--- src/rtl/serial_rx_pkg.sv ---
package serial_rx_pkg;
  typedef enum logic [1:0] {
    RX_IDLE,
    RX_DATA,
    RX_STOP,
    RX_PARK
  } rx_state_e;
endpackage

--- src/rtl/serial_rx_sync.sv ---
module serial_rx_sync #(
  parameter int STAGES = 2,
  parameter logic RESET_VAL = 1'b1
) (
  input  logic clk_i,
  input  logic rst_ni,
  input  logic d_i,
  output logic q_o
);
  logic [STAGES-1:0] chain_q;

  always_ff @(posedge clk_i or negedge rst_ni) begin
    if (!rst_ni) chain_q <= {STAGES{RESET_VAL}};
    else         chain_q <= {chain_q[STAGES-2:0], d_i};
  end

  assign q_o = chain_q[STAGES-1];
endmodule

--- src/rtl/serial_rx_core.sv ---
module serial_rx_core
  import serial_rx_pkg::*;
#(
  parameter int DATA_W        = 8,
  parameter int TICKS_PER_BIT = 8
) (
  input  logic              clk_i,
  input  logic              rst_ni,
  input  logic              tick_i,
  input  logic              en_i,
  input  logic              line_i,
  output logic              push_o,
  output logic [DATA_W-1:0] byte_o,
  output logic              bad_o,
  output logic              busy_o
);
  localparam int FIRST_WAIT = TICKS_PER_BIT + TICKS_PER_BIT / 2 - 1;
  localparam int CW         = $clog2(FIRST_WAIT + 1);
  localparam int BW         = $clog2(DATA_W);

  rx_state_e         state_q;
  logic [CW-1:0]     cnt_q;
  logic [BW-1:0]     bit_q;
  logic [DATA_W-1:0] shift_q;

  always_ff @(posedge clk_i or negedge rst_ni) begin
    if (!rst_ni) begin
      state_q <= RX_IDLE;
      cnt_q   <= '0;
      bit_q   <= '0;
      shift_q <= '0;
      push_o  <= 1'b0;
      bad_o   <= 1'b0;
    end else begin
      push_o <= 1'b0;
      bad_o  <= 1'b0;
      if (!en_i) begin
        state_q <= RX_IDLE;
      end else if (tick_i) begin
        unique case (state_q)
          RX_IDLE: begin
            if (!line_i) begin
              state_q <= RX_DATA;
              cnt_q   <= CW'(FIRST_WAIT);
              bit_q   <= '0;
            end
          end
          RX_DATA: begin
            if (cnt_q == '0) begin
              shift_q <= {line_i, shift_q[DATA_W-1:1]};
              cnt_q   <= CW'(TICKS_PER_BIT - 1);
              if (bit_q == BW'(DATA_W - 1)) state_q <= RX_STOP;
              else                          bit_q   <= bit_q + 1'b1;
            end else begin
              cnt_q <= cnt_q - 1'b1;
            end
          end
          RX_STOP: begin
            if (cnt_q == '0) begin
              if (line_i) begin
                push_o  <= 1'b1;
                state_q <= RX_IDLE;
              end else begin
                bad_o   <= 1'b1;
                state_q <= RX_PARK;
              end
            end else begin
              cnt_q <= cnt_q - 1'b1;
            end
          end
          RX_PARK: begin
            if (line_i) state_q <= RX_IDLE;
          end
          default: state_q <= RX_IDLE;
        endcase
      end
    end
  end

  assign byte_o = shift_q;
  assign busy_o = (state_q != RX_IDLE);
endmodule

--- src/rtl/serial_rx_fifo.sv ---
module serial_rx_fifo #(
  parameter int WIDTH = 8,
  parameter int DEPTH = 8
) (
  input  logic             clk_i,
  input  logic             rst_ni,
  input  logic             push_i,
  input  logic [WIDTH-1:0] wdata_i,
  output logic             full_o,
  output logic             drop_o,
  output logic             valid_o,
  input  logic             ready_i,
  output logic [WIDTH-1:0] rdata_o
);
  localparam int AW = $clog2(DEPTH);

  logic [WIDTH-1:0] mem_q [DEPTH];
  logic [AW:0]      wp_q, rp_q;
  logic [AW:0]      used;
  logic             wr_en, rd_en;

  assign used    = wp_q - rp_q;
  assign full_o  = (used == (AW+1)'(DEPTH));
  assign valid_o = (used != '0);
  assign wr_en   = push_i && !full_o;
  assign drop_o  = push_i && full_o;
  assign rd_en   = valid_o && ready_i;
  assign rdata_o = mem_q[rp_q[AW-1:0]];

  always_ff @(posedge clk_i or negedge rst_ni) begin
    if (!rst_ni) begin
      wp_q <= '0;
      rp_q <= '0;
    end else begin
      if (wr_en) wp_q <= wp_q + 1'b1;
      if (rd_en) rp_q <= rp_q + 1'b1;
    end
  end

  always_ff @(posedge clk_i) begin
    if (wr_en) mem_q[wp_q[AW-1:0]] <= wdata_i;
  end
endmodule

--- src/rtl/serial_rx_top.sv ---
module serial_rx_top #(
  parameter int DATA_W        = 8,
  parameter int TICKS_PER_BIT = 8,
  parameter int FIFO_DEPTH    = 8,
  parameter int SYNC_STAGES   = 2
) (
  input  logic              clk_i,
  input  logic              rst_ni,
  input  logic              line_i,
  input  logic              tick_i,
  input  logic              en_i,
  output logic              rd_valid_o,
  input  logic              rd_ready_i,
  output logic [DATA_W-1:0] rd_data_o,
  output logic              irq_nempty_o,
  output logic              irq_err_o,
  output logic              ovf_o,
  input  logic              err_clr_i
);
  logic              line_s;
  logic              core_push, core_bad, core_busy;
  logic [DATA_W-1:0] core_byte;
  logic              fifo_full, fifo_drop;
  logic              err_q, ovf_q;

  serial_rx_sync #(.STAGES(SYNC_STAGES), .RESET_VAL(1'b1)) u_sync (
    .clk_i(clk_i), .rst_ni(rst_ni), .d_i(line_i), .q_o(line_s)
  );

  serial_rx_core #(.DATA_W(DATA_W), .TICKS_PER_BIT(TICKS_PER_BIT)) u_core (
    .clk_i(clk_i), .rst_ni(rst_ni), .tick_i(tick_i), .en_i(en_i),
    .line_i(line_s), .push_o(core_push), .byte_o(core_byte),
    .bad_o(core_bad), .busy_o(core_busy)
  );

  serial_rx_fifo #(.WIDTH(DATA_W), .DEPTH(FIFO_DEPTH)) u_fifo (
    .clk_i(clk_i), .rst_ni(rst_ni), .push_i(core_push), .wdata_i(core_byte),
    .full_o(fifo_full), .drop_o(fifo_drop), .valid_o(rd_valid_o),
    .ready_i(rd_ready_i), .rdata_o(rd_data_o)
  );

  always_ff @(posedge clk_i or negedge rst_ni) begin
    if (!rst_ni) begin
      err_q <= 1'b0;
      ovf_q <= 1'b0;
    end else begin
      err_q <= core_bad  | (err_q & ~err_clr_i);
      ovf_q <= fifo_drop | (ovf_q & ~err_clr_i);
    end
  end

  assign irq_err_o    = err_q;
  assign ovf_o        = ovf_q;
  assign irq_nempty_o = rd_valid_o;
endmodule

--- config.mk ---
export PLATFORM = sky130hd
export DESIGN_NAME = serial_rx_top
export DESIGN_NICKNAME = d
export VERILOG_FILES = /design/src/rtl/serial_rx_pkg.sv /design/src/rtl/serial_rx_sync.sv /design/src/rtl/serial_rx_core.sv /design/src/rtl/serial_rx_fifo.sv /design/src/rtl/serial_rx_top.sv
export SDC_FILE = /design/constraint.sdc
export NUM_CORES = 1
export LEC_CHECK = 0
export ABC_AREA = 1
export BUFFER_PORTS_ARGS = -buffer_cell sky130_fd_sc_hd__buf_4
export CAP_MARGIN = 30
export CORE_MARGIN = 5
export CORE_UTILIZATION = 55
export DETAILED_ROUTE_END_ITERATION = 10
export PLACE_DENSITY = 0.72
export SYNTH_ARGS = -nofsm -noshare
export SYNTH_HDL_FRONTEND = slang
export SYNTH_HIERARCHICAL = 1
export SYNTH_SLANG_ARGS = --single-unit
--- constraint.sdc ---
create_clock -name clk_i -period 7.43 [get_ports clk_i]
set_input_delay 1.486 -clock clk_i [delete_from_list [all_inputs] [get_ports clk_i]]
set_output_delay 1.486 -clock clk_i [all_outputs]
set_load 0.02 [all_outputs]
==> results.sh, run 1 <==
export IMPL_drt_total_wl_um=8021
export IMPL_overflow=0
export IMPL_multi_input_area_um2=1445
export IMPL_cap_violations=0
export IMPL_final_cell_count_no_fill=541
export IMPL_grt_first_pass_wirelength_um=13720
export IMPL_syn_instance_count=419
export IMPL_finClkSkew_ns=0.009917
export IMPL_yosysWarnings=6
export IMPL_ant_nets=0
export IMPL_num_vias=2852
export IMPL_drive_above_1_share_pct=14.12
export IMPL_fillCellCount=637
export IMPL_cts_repair_resized=0
export IMPL_r2r_setup_slack_ns=4.13
export IMPL_min_path_type="register to register"
export IMPL_rsz0062_at_grt="no"
export IMPL_leakage_nw=1.954
export IMPL_antenna_found_initial=0
export IMPL_hold_depth=0
export IMPL_dieArea_um2=9816
export IMPL_syn_nets=438
export IMPL_critPathMaxStageDelay_ns=0.65
export IMPL_core_area_um2=7727
export IMPL_io_pins=19
export IMPL_h_tree_depth=3
export IMPL_holdWs_ns=0.3621
export IMPL_grt_pass1_vias=2894
export IMPL_die_y_um=99.08
export IMPL_start_kind="register"
export IMPL_r2r_end="u_fifo/mem_q[0][6]"
export IMPL_finalNetCount=453
export IMPL_remaining_drc_errors=0
export IMPL_status="finished clean"
export IMPL_cts_tree="done"
export IMPL_hold_start="u_sync/chain_q[0]"
export IMPL_clock_sinks=95
export IMPL_crit_fanout=12
export IMPL_ir_worst_vdd_mv=0.2194
export IMPL_cp_common_cell="nand2_2"
export IMPL_r2r_cells=8
export IMPL_switching_share_pct=38.97
export IMPL_max_freq_mhz=242.8
export IMPL_p_per_area_nw_per_um2=336.1
export IMPL_r2r_start="u_fifo/rp_q[2]"
export IMPL_cp_slowest_cell="dfrtp_1"
export IMPL_final_setup_tns_ns=0
export IMPL_rows=32
export IMPL_finalCritPeriodShare_pct=55.43
export IMPL_first_iter_violations=199
export IMPL_final_cell_mix="97 x nand2_1, 64 x edfxtp_1, 51 x nor2_1"
export IMPL_hold_buffers=0
export IMPL_setup_viol=0
export IMPL_place_congestion=0.7943
export IMPL_path_class="register to output port"
export IMPL_clk_pin_slew_worst_paths_ns=0.09
export IMPL_combPwrFrac_pct=35.3
export IMPL_clock_path_buffers=2
export IMPL_synth_avg_cell_area_um2=10.42
export IMPL_start_util_pct=56.48
export IMPL_cp_required_ns=5.94
export IMPL_hold_viol_final=0
export IMPL_clock_root_buffer="clkbuf_8"
export IMPL_crit_arrival_ns=2.63
export IMPL_p_total_mw=1.586
export IMPL_seq_power_share_pct=46.3
export IMPL_relSlewSlack_pct=38.56
export IMPL_maxSlewViolCount=0
export IMPL_finalCriticalPeriod_ns=4.119
export IMPL_final_common_cell="nand2_1"
export IMPL_cts_buffers=9
export IMPL_numPortBuffers=18
export IMPL_p_clk_share_pct=18.4
export IMPL_final_util_pct=61.09
export IMPL_dp_hpwl_um=5214
export IMPL_drt_pass1_iter_count=4
export IMPL_drt_wirelength_per_cell_um=14.83
export IMPL_clkLatencyLatePin_ns=0.35
export IMPL_tightest_slew_ns=0.9182
export IMPL_die_w_um=99.08
export IMPL_cp_cell_sequence="clkinv_1 -> ha_1 -> or2_4 -> nand2_2 -> nand2_1 -> nand2_2 -> nand2_4 -> buf_4"
export IMPL_switching_power_uw=618.3
export IMPL_viasPerCell=5.272
export IMPL_grt_usage_pct=17.91
export IMPL_crit_path_end_kind="output port"
export IMPL_final_seq_area_um2=2700
export IMPL_post_cts_buffers=0
export IMPL_min_to="u_sync/chain_q[1]"
export IMPL_diodes=0
export IMPL_grt_max_degree=34
export IMPL_setup_worst_path_start="u_fifo/rp_q[2]"
export IMPL_netlist_area_um2=4364
export IMPL_dp_cells=525
export IMPL_syn_to_final_growth_pct=8.171
export IMPL_internal_power_uw=968.1
-- worst max-delay path by stage --
| stage | endpoint | slack, ns | cells past startpoint |
|---|---|---|---|
| 2_1_floorplan | rd_valid_o | 4.16 | 9 |
| 3_3_place_gp | rd_data_o[7] | 3.71 | 6 |
| 3_5_place_dp | rd_valid_o | 3.69 | 8 |
| 4_1_cts | rd_valid_o | 3.29 | 8 |
| 5_1_grt | rd_valid_o | 3.13 | 8 |
| 6_report | rd_valid_o | 3.31 | 8 |
-- per-stage QoR --
| stage | area, um2 | worst slack [ns] |
|---|---|---|
| after detailed placement | 4556 | 3.690 |
| after floorplan | 4364 | 4.164 |
| after global placement | 4541 | 3.709 |
| after global routing | 4721 | 3.129 |
| after CTS | 4721 | 3.286 |
| final | 4721 | 3.311 |
-- state kept, by name, indices dropped and copies added (netlist names) --
name,cells
u_core/cnt_q,4
u_core/state_q,2
ovf_o,1
u_core/byte_o,8
u_fifo/rp_q,4
irq_err_o,1
u_core/push_o,1
u_core/bit_q,3
u_fifo/mem_q,64
u_fifo/wp_q,4
u_sync/chain_q,2
u_core/bad_o,1
-- layer usage --
metal / wire, um / track usage (%) / part of all wire (%)
met1: 3646 / 23.69 / 45
met2: 3856 / 29.34 / 48
met3: 387 / 3.326 / 4.8
met4: 130 / 7.038 / 1.6
met5: 0 / 0 / 0
-- power by group through the flow --
stage          sequential [mW]  combinational, mW  clock, mW
6_report                 0.735              0.560      0.292
5_1_grt                  0.751              0.628      0.328
4_1_cts                  0.736              0.560      0.300
3_5_place_dp             0.747              0.556          0
3_3_place_gp             0.755              0.521          0
2_1_floorplan            0.692              0.446          0
-- final cells by class --
type | instances | share of cell area, %
Sequential cell | 95 | 57.20
Multi-Input combinational cell | 275 | 30.61
Timing Repair Buffer | 19 | 3.180
Inverter | 34 | 2.809
Clock buffer | 10 | 2.703
Tap cell | 102 | 2.703
Clock inverter | 6 | 0.7951
-- critical path, delay by kind of cell (launching register included) --
family | cells | cell delay [ns]
flops | 1 | 0.65
buf+inv | 2 | 0.62
simple gates | 5 | 0.55
fa+ha+maj | 1 | 0.45
Power figures use the tool's default switching activity.
==> run 2, diff against run 1 <==
clock period = 4.2 ns   (was 7.43 ns; I/O delays follow)
==> results.sh, run 2 (synthesized netlist as in run 1, its figures left out) <==
export IMPL_crit_arrival_ns=2.37
export IMPL_start_kind="register"
export IMPL_placed_area_um2=4548
export IMPL_tightest_slew_ns=0.7146
export IMPL_max_freq_mhz=311.6
export IMPL_rows=32
export IMPL_hold_viol_final=0
export IMPL_cts_buffers=9
export IMPL_cts_tree="done"
export IMPL_largest_reg_flops=64
export IMPL_dp_cells=525
export IMPL_hold_buffers=0
export IMPL_syn_to_final_growth_pct=8.171
export IMPL_post_cts_buffers=0
export IMPL_remaining_drc_errors=0
export IMPL_p_per_area_nw_per_um2=613.8
export IMPL_worst_path_dominant_cell_family="flip-flops"
export IMPL_cp_required_ns=3.36
export IMPL_grt_pass1_vias=2844
export IMPL_setup_viol=0
export IMPL_ir_worst_vdd_mv=0.3470
export IMPL_cp_common_cell="nand2_2"
export IMPL_grt_max_degree=37
export IMPL_die_y_um=99.08
export IMPL_status="finished clean"
export IMPL_start_util_pct=56.48
export IMPL_cts_repair_resized=0
export IMPL_die_w_um=99.08
export IMPL_leakage_nw=1.950
export IMPL_rsz0062_at_grt="no"
export IMPL_cap_violations=0
export IMPL_crit_buf_inv=2
export IMPL_cp_slowest_cell="dfrtp_1"
export IMPL_diodes=0
export IMPL_finalNetCount=453
export IMPL_drt_wirelength_per_cell_um=16.65
export IMPL_clock_path_buffers=2
export IMPL_grt_usage_pct=19.76
export IMPL_num_vias=2993
export IMPL_drive_above_1_share_pct=14.35
export IMPL_final_setup_tns_ns=0
export IMPL_io_pins=19
export IMPL_clkLatencyLatePin_ns=0.36
export IMPL_grt_first_pass_wirelength_um=14680
export IMPL_setup_slack_ns=0.9904
export IMPL_final_common_cell="nand2_1"
export IMPL_clock_sinks=95
export IMPL_place_congestion=0.8523
export IMPL_crit_path_end_kind="output port"
export IMPL_pre_cts_slack_ns=1.379
export IMPL_r2r_setup_slack_ns=1.32
export IMPL_dp_hpwl_um=6381
export IMPL_critPathMaxStageDelay_ns=0.56
export IMPL_crit_fanout=12
export IMPL_first_iter_violations=255
export IMPL_dieArea_um2=9816
export IMPL_overflow=0
export IMPL_antenna_found_initial=0
export IMPL_drt_total_wl_um=9006
export IMPL_clk_pin_slew_worst_paths_ns=0.09
export IMPL_finClkSkew_ns=0.007840
export IMPL_numPortBuffers=18
export IMPL_design_area_um2=4721
export IMPL_h_tree_depth=3
export IMPL_relSlewSlack_pct=52.18
export IMPL_clock_root_buffer="clkbuf_8"
export IMPL_core_area_um2=7727
export IMPL_viasPerCell=5.532
export IMPL_drt_pass1_iter_count=5
export IMPL_ant_nets=0
export IMPL_final_cell_mix="97 x nand2_1, 64 x edfxtp_1, 51 x nor2_1"
export IMPL_maxSlewViolCount=0
export IMPL_finalCritPeriodShare_pct=76.42
export IMPL_path_class="register to output port"
export IMPL_min_path_type="register to register"
export IMPL_finalCriticalPeriod_ns=3.210
export IMPL_cp_cell_sequence="clkinv_1 -> ha_1 -> or2_4 -> nand2_2 -> nand2_1 -> nand2_2 -> nand2_4 -> buf_4"
export IMPL_final_cell_count_no_fill=541
run 2: cell count changes in the layout (fill, tap and decap cells not counted), sizes merged:
| cell | delta |
|---|---|
| clkinvlp | +1 |
| clkinv | -2 |
| inv | +1 |
run 2: final cells by class:
type | count | area, um2
clock buffer | 10 | 127.6
clock inverter | 6 | 45.04
fill | 626 | 3007
inverter | 34 | 132.6
multi-input combinational | 275 | 1445
sequential | 95 | 2700
tap | 102 | 127.6
timing repair buffer | 19 | 142.6
run 2: per-stage QoR:
stage / power (mW) / utilization (%) / hold WS (ns)
5_1_grt: 3.083 / 61.09 / 0.3693
4_1_cts: 2.909 / 61.09 / 0.3596
2_1_floorplan: 2.013 / - / 0.3452
3_3_place_gp: 2.362 / 58.86 / 0.3472
3_5_place_dp: 2.380 / 58.86 / 0.3468
6_report: 2.898 / 61.09 / 0.3589
run 2: report_power, final:
part	total (mW)	internal, mW	switching [mW]
Combinational	1.06	0.361	0.704
Sequential	1.30	1.13	0.168
Clock	0.532	0.218	0.314
Total	2.90	1.71	1.19
run 2: routing by layer:
metal / track usage (%) / wire length [um] / vias up / part of all wire (%)
li1: - / - / 1456 / -
met1: 28.10 / 4114 / 1392 / 46
met2: 29.08 / 3988 / 120 / 44
met3: 3.751 / 573 / 25 / 6.4
met4: 9.874 / 329 / 0 / 3.7
met5: 0 / 0 / - / 0
run 2: final timing paths:
kind                                   start  cells after the start                  to
min in group asynchronous             rst_ni                      1      u_fifo/rp_q[3]
hold / removal             u_sync/chain_q[0]                      0   u_sync/chain_q[1]
max in group asynchronous             rst_ni                      1   u_sync/chain_q[0]
hold reg to reg            u_sync/chain_q[0]                      0   u_sync/chain_q[1]
setup reg to reg              u_fifo/rp_q[2]                      8  u_fifo/mem_q[2][4]
setup / recovery              u_fifo/rp_q[2]                      8          rd_valid_o
==> run 3, diff against run 2 <==
clock period = 3 ns   (was 4.2 ns; I/O delays follow)
==> results.sh, run 3 (synthesized netlist as in run 1, its figures left out) <==
export IMPL_finalCritPeriodShare_pct=91.19
export IMPL_first_iter_violations=186
export IMPL_dp_cells=534
export IMPL_die_y_um=99.08
export IMPL_rows=32
export IMPL_path_class="register to output port"
export IMPL_setup_worst_path_start="u_fifo/rp_q[2]"
export IMPL_h_tree_depth=3
export IMPL_p_per_area_nw_per_um2=843.2
export IMPL_min_path_type="input pin to async pin"
export IMPL_clock_sinks=95
export IMPL_fillCellCount=612
export IMPL_dp_hpwl_um=5476
export IMPL_start_util_pct=56.48
export IMPL_relSlewSlack_pct=62.56
export IMPL_numPortBuffers=18
export IMPL_io_pins=19
export IMPL_diodes=0
export IMPL_num_vias=2946
export IMPL_max_freq_mhz=365.5
export IMPL_maxSlewViolCount=0
export IMPL_r2r_setup_slack_ns=0.65
export IMPL_clk_pin_slew_worst_paths_ns=0.09
export IMPL_finalCriticalPeriod_ns=2.736
export IMPL_cts_buffers=9
export IMPL_antenna_found_initial=0
export IMPL_grt_max_degree=36
export IMPL_drt_wirelength_per_cell_um=15.24
export IMPL_hold_buffers=0
export IMPL_tightest_slew_ns=0.5609
export IMPL_crit_path_end_kind="output port"
export IMPL_rsz0062_at_grt="no"
export IMPL_crit_arrival_ns=2.14
export IMPL_ir_worst_vdd_mv=0.6730
export IMPL_final_common_cell="nand2_1"
export IMPL_hold_viol_final=0
export IMPL_drt_pass1_iter_count=5
export IMPL_core_area_um2=7727
export IMPL_place_congestion=0.8436
export IMPL_crit_fanout=9
export IMPL_viasPerCell=5.356
export IMPL_clkLatencyLatePin_ns=0.35
export IMPL_clock_path_buffers=2
export IMPL_status="finished clean"
export IMPL_r2r_start="u_fifo/rp_q[2]"
export IMPL_start_kind="register"
export IMPL_cts_tree="done"
export IMPL_syn_to_final_growth_pct=10.06
export IMPL_die_w_um=99.08
export IMPL_cts_repair_resized=0
export IMPL_final_setup_tns_ns=0
export IMPL_clock_root_buffer="clkbuf_8"
export IMPL_post_cts_buffers=0
export IMPL_grt_pass1_vias=2864
export IMPL_final_cell_mix="97 x nand2_1, 64 x edfxtp_1, 51 x nor2_1"
export IMPL_setup_viol=0
export IMPL_dieArea_um2=9816
export IMPL_finClkSkew_ns=0.01027
export IMPL_grt_first_pass_wirelength_um=14030
export IMPL_remaining_drc_errors=0
export IMPL_largest_reg_flops=64
export IMPL_cap_violations=0
export IMPL_finalNetCount=462
export IMPL_overflow=0
export IMPL_drive_above_1_share_pct=15.85
export IMPL_ant_nets=0
export IMPL_drt_total_wl_um=8382
export IMPL_final_cell_count_no_fill=550
export IMPL_leakage_nw=2.010
export IMPL_grt_usage_pct=18.10
export IMPL_cp_required_ns=2.40
run 3: cell types whose count changed in the layout (fill, tap and decap cells not counted), sizes merged:
cell	delta
buf	+9
bufinv	+1
clkinv	+1
clkinvlp	-1
inv	-1
run 3: final timing paths:
check                                endpoint  cells past startpoint
min reg2reg                 u_sync/chain_q[1]                      0
max                                rd_valid_o                      8
max in group asynchronous   u_sync/chain_q[0]                      1
min in group clk_i          u_sync/chain_q[0]                      1
min                            u_fifo/rp_q[2]                      1
max reg2reg                u_fifo/mem_q[7][2]                      8
run 3: power breakdown:
| part | leakage [nW] | internal [mW] | switching (mW) |
|---|---|---|---|
| clock network | 0.0919 | 0.383 | 0.425 |
| registers | 0.966 | 1.59 | 0.158 |
| logic | 0.952 | 0.522 | 0.976 |
run 3: worst max-delay path, stage by stage, from the launching register on:
cell and delay, ns:
dfrtp_1 0.36, clkinv_1 0.28, ha_1 0.43, or2_4 0.27
nand2_2 0.08, nand2_1 0.06, nand2_2 0.07, nand2_4 0.07
buf_4 0.16
run 3: area by class of cell:
type | instances | area [um2] | area share, %
Sequential cell | 95 | 2700 | 56.21
Multi-Input combinational cell | 275 | 1445 | 30.09
Timing Repair Buffer | 28 | 210.2 | 4.376
Inverter | 34 | 132.6 | 2.761
Clock buffer | 10 | 127.6 | 2.657
Tap cell | 102 | 127.6 | 2.657
Clock inverter | 6 | 60.06 | 1.250
run 3: layer usage:
layer  vias to the layer above  GRT usage (%)  share of wire (%)
li1                       1473              -                  -
met2                        67          26.60                 46
met4                         0          6.513                1.3
met3                        11          3.751                6.4
met1                      1395          26.71                 46
met5                         -              0                  0
run 3: per-stage QoR:
stage | setup slack (ns) | cell area [um2] | hold slack, ns | power (mW) | util (%)
final | 0.2642 | 4803 | 0.1717 | 4.050 | 62.16
after global routing | 0.1047 | 4803 | 0.1895 | 4.335 | 62.16
after CTS | 0.2516 | 4803 | 0.1812 | 4.069 | 62.16
after detailed placement | 0.6404 | 4616 | 0.3484 | 3.276 | 59.73
after global placement | 0.6662 | 4616 | 0.3472 | 3.229 | 59.73
after floorplan | 0.5880 | 4364 | 0.3044 | 2.818 | -
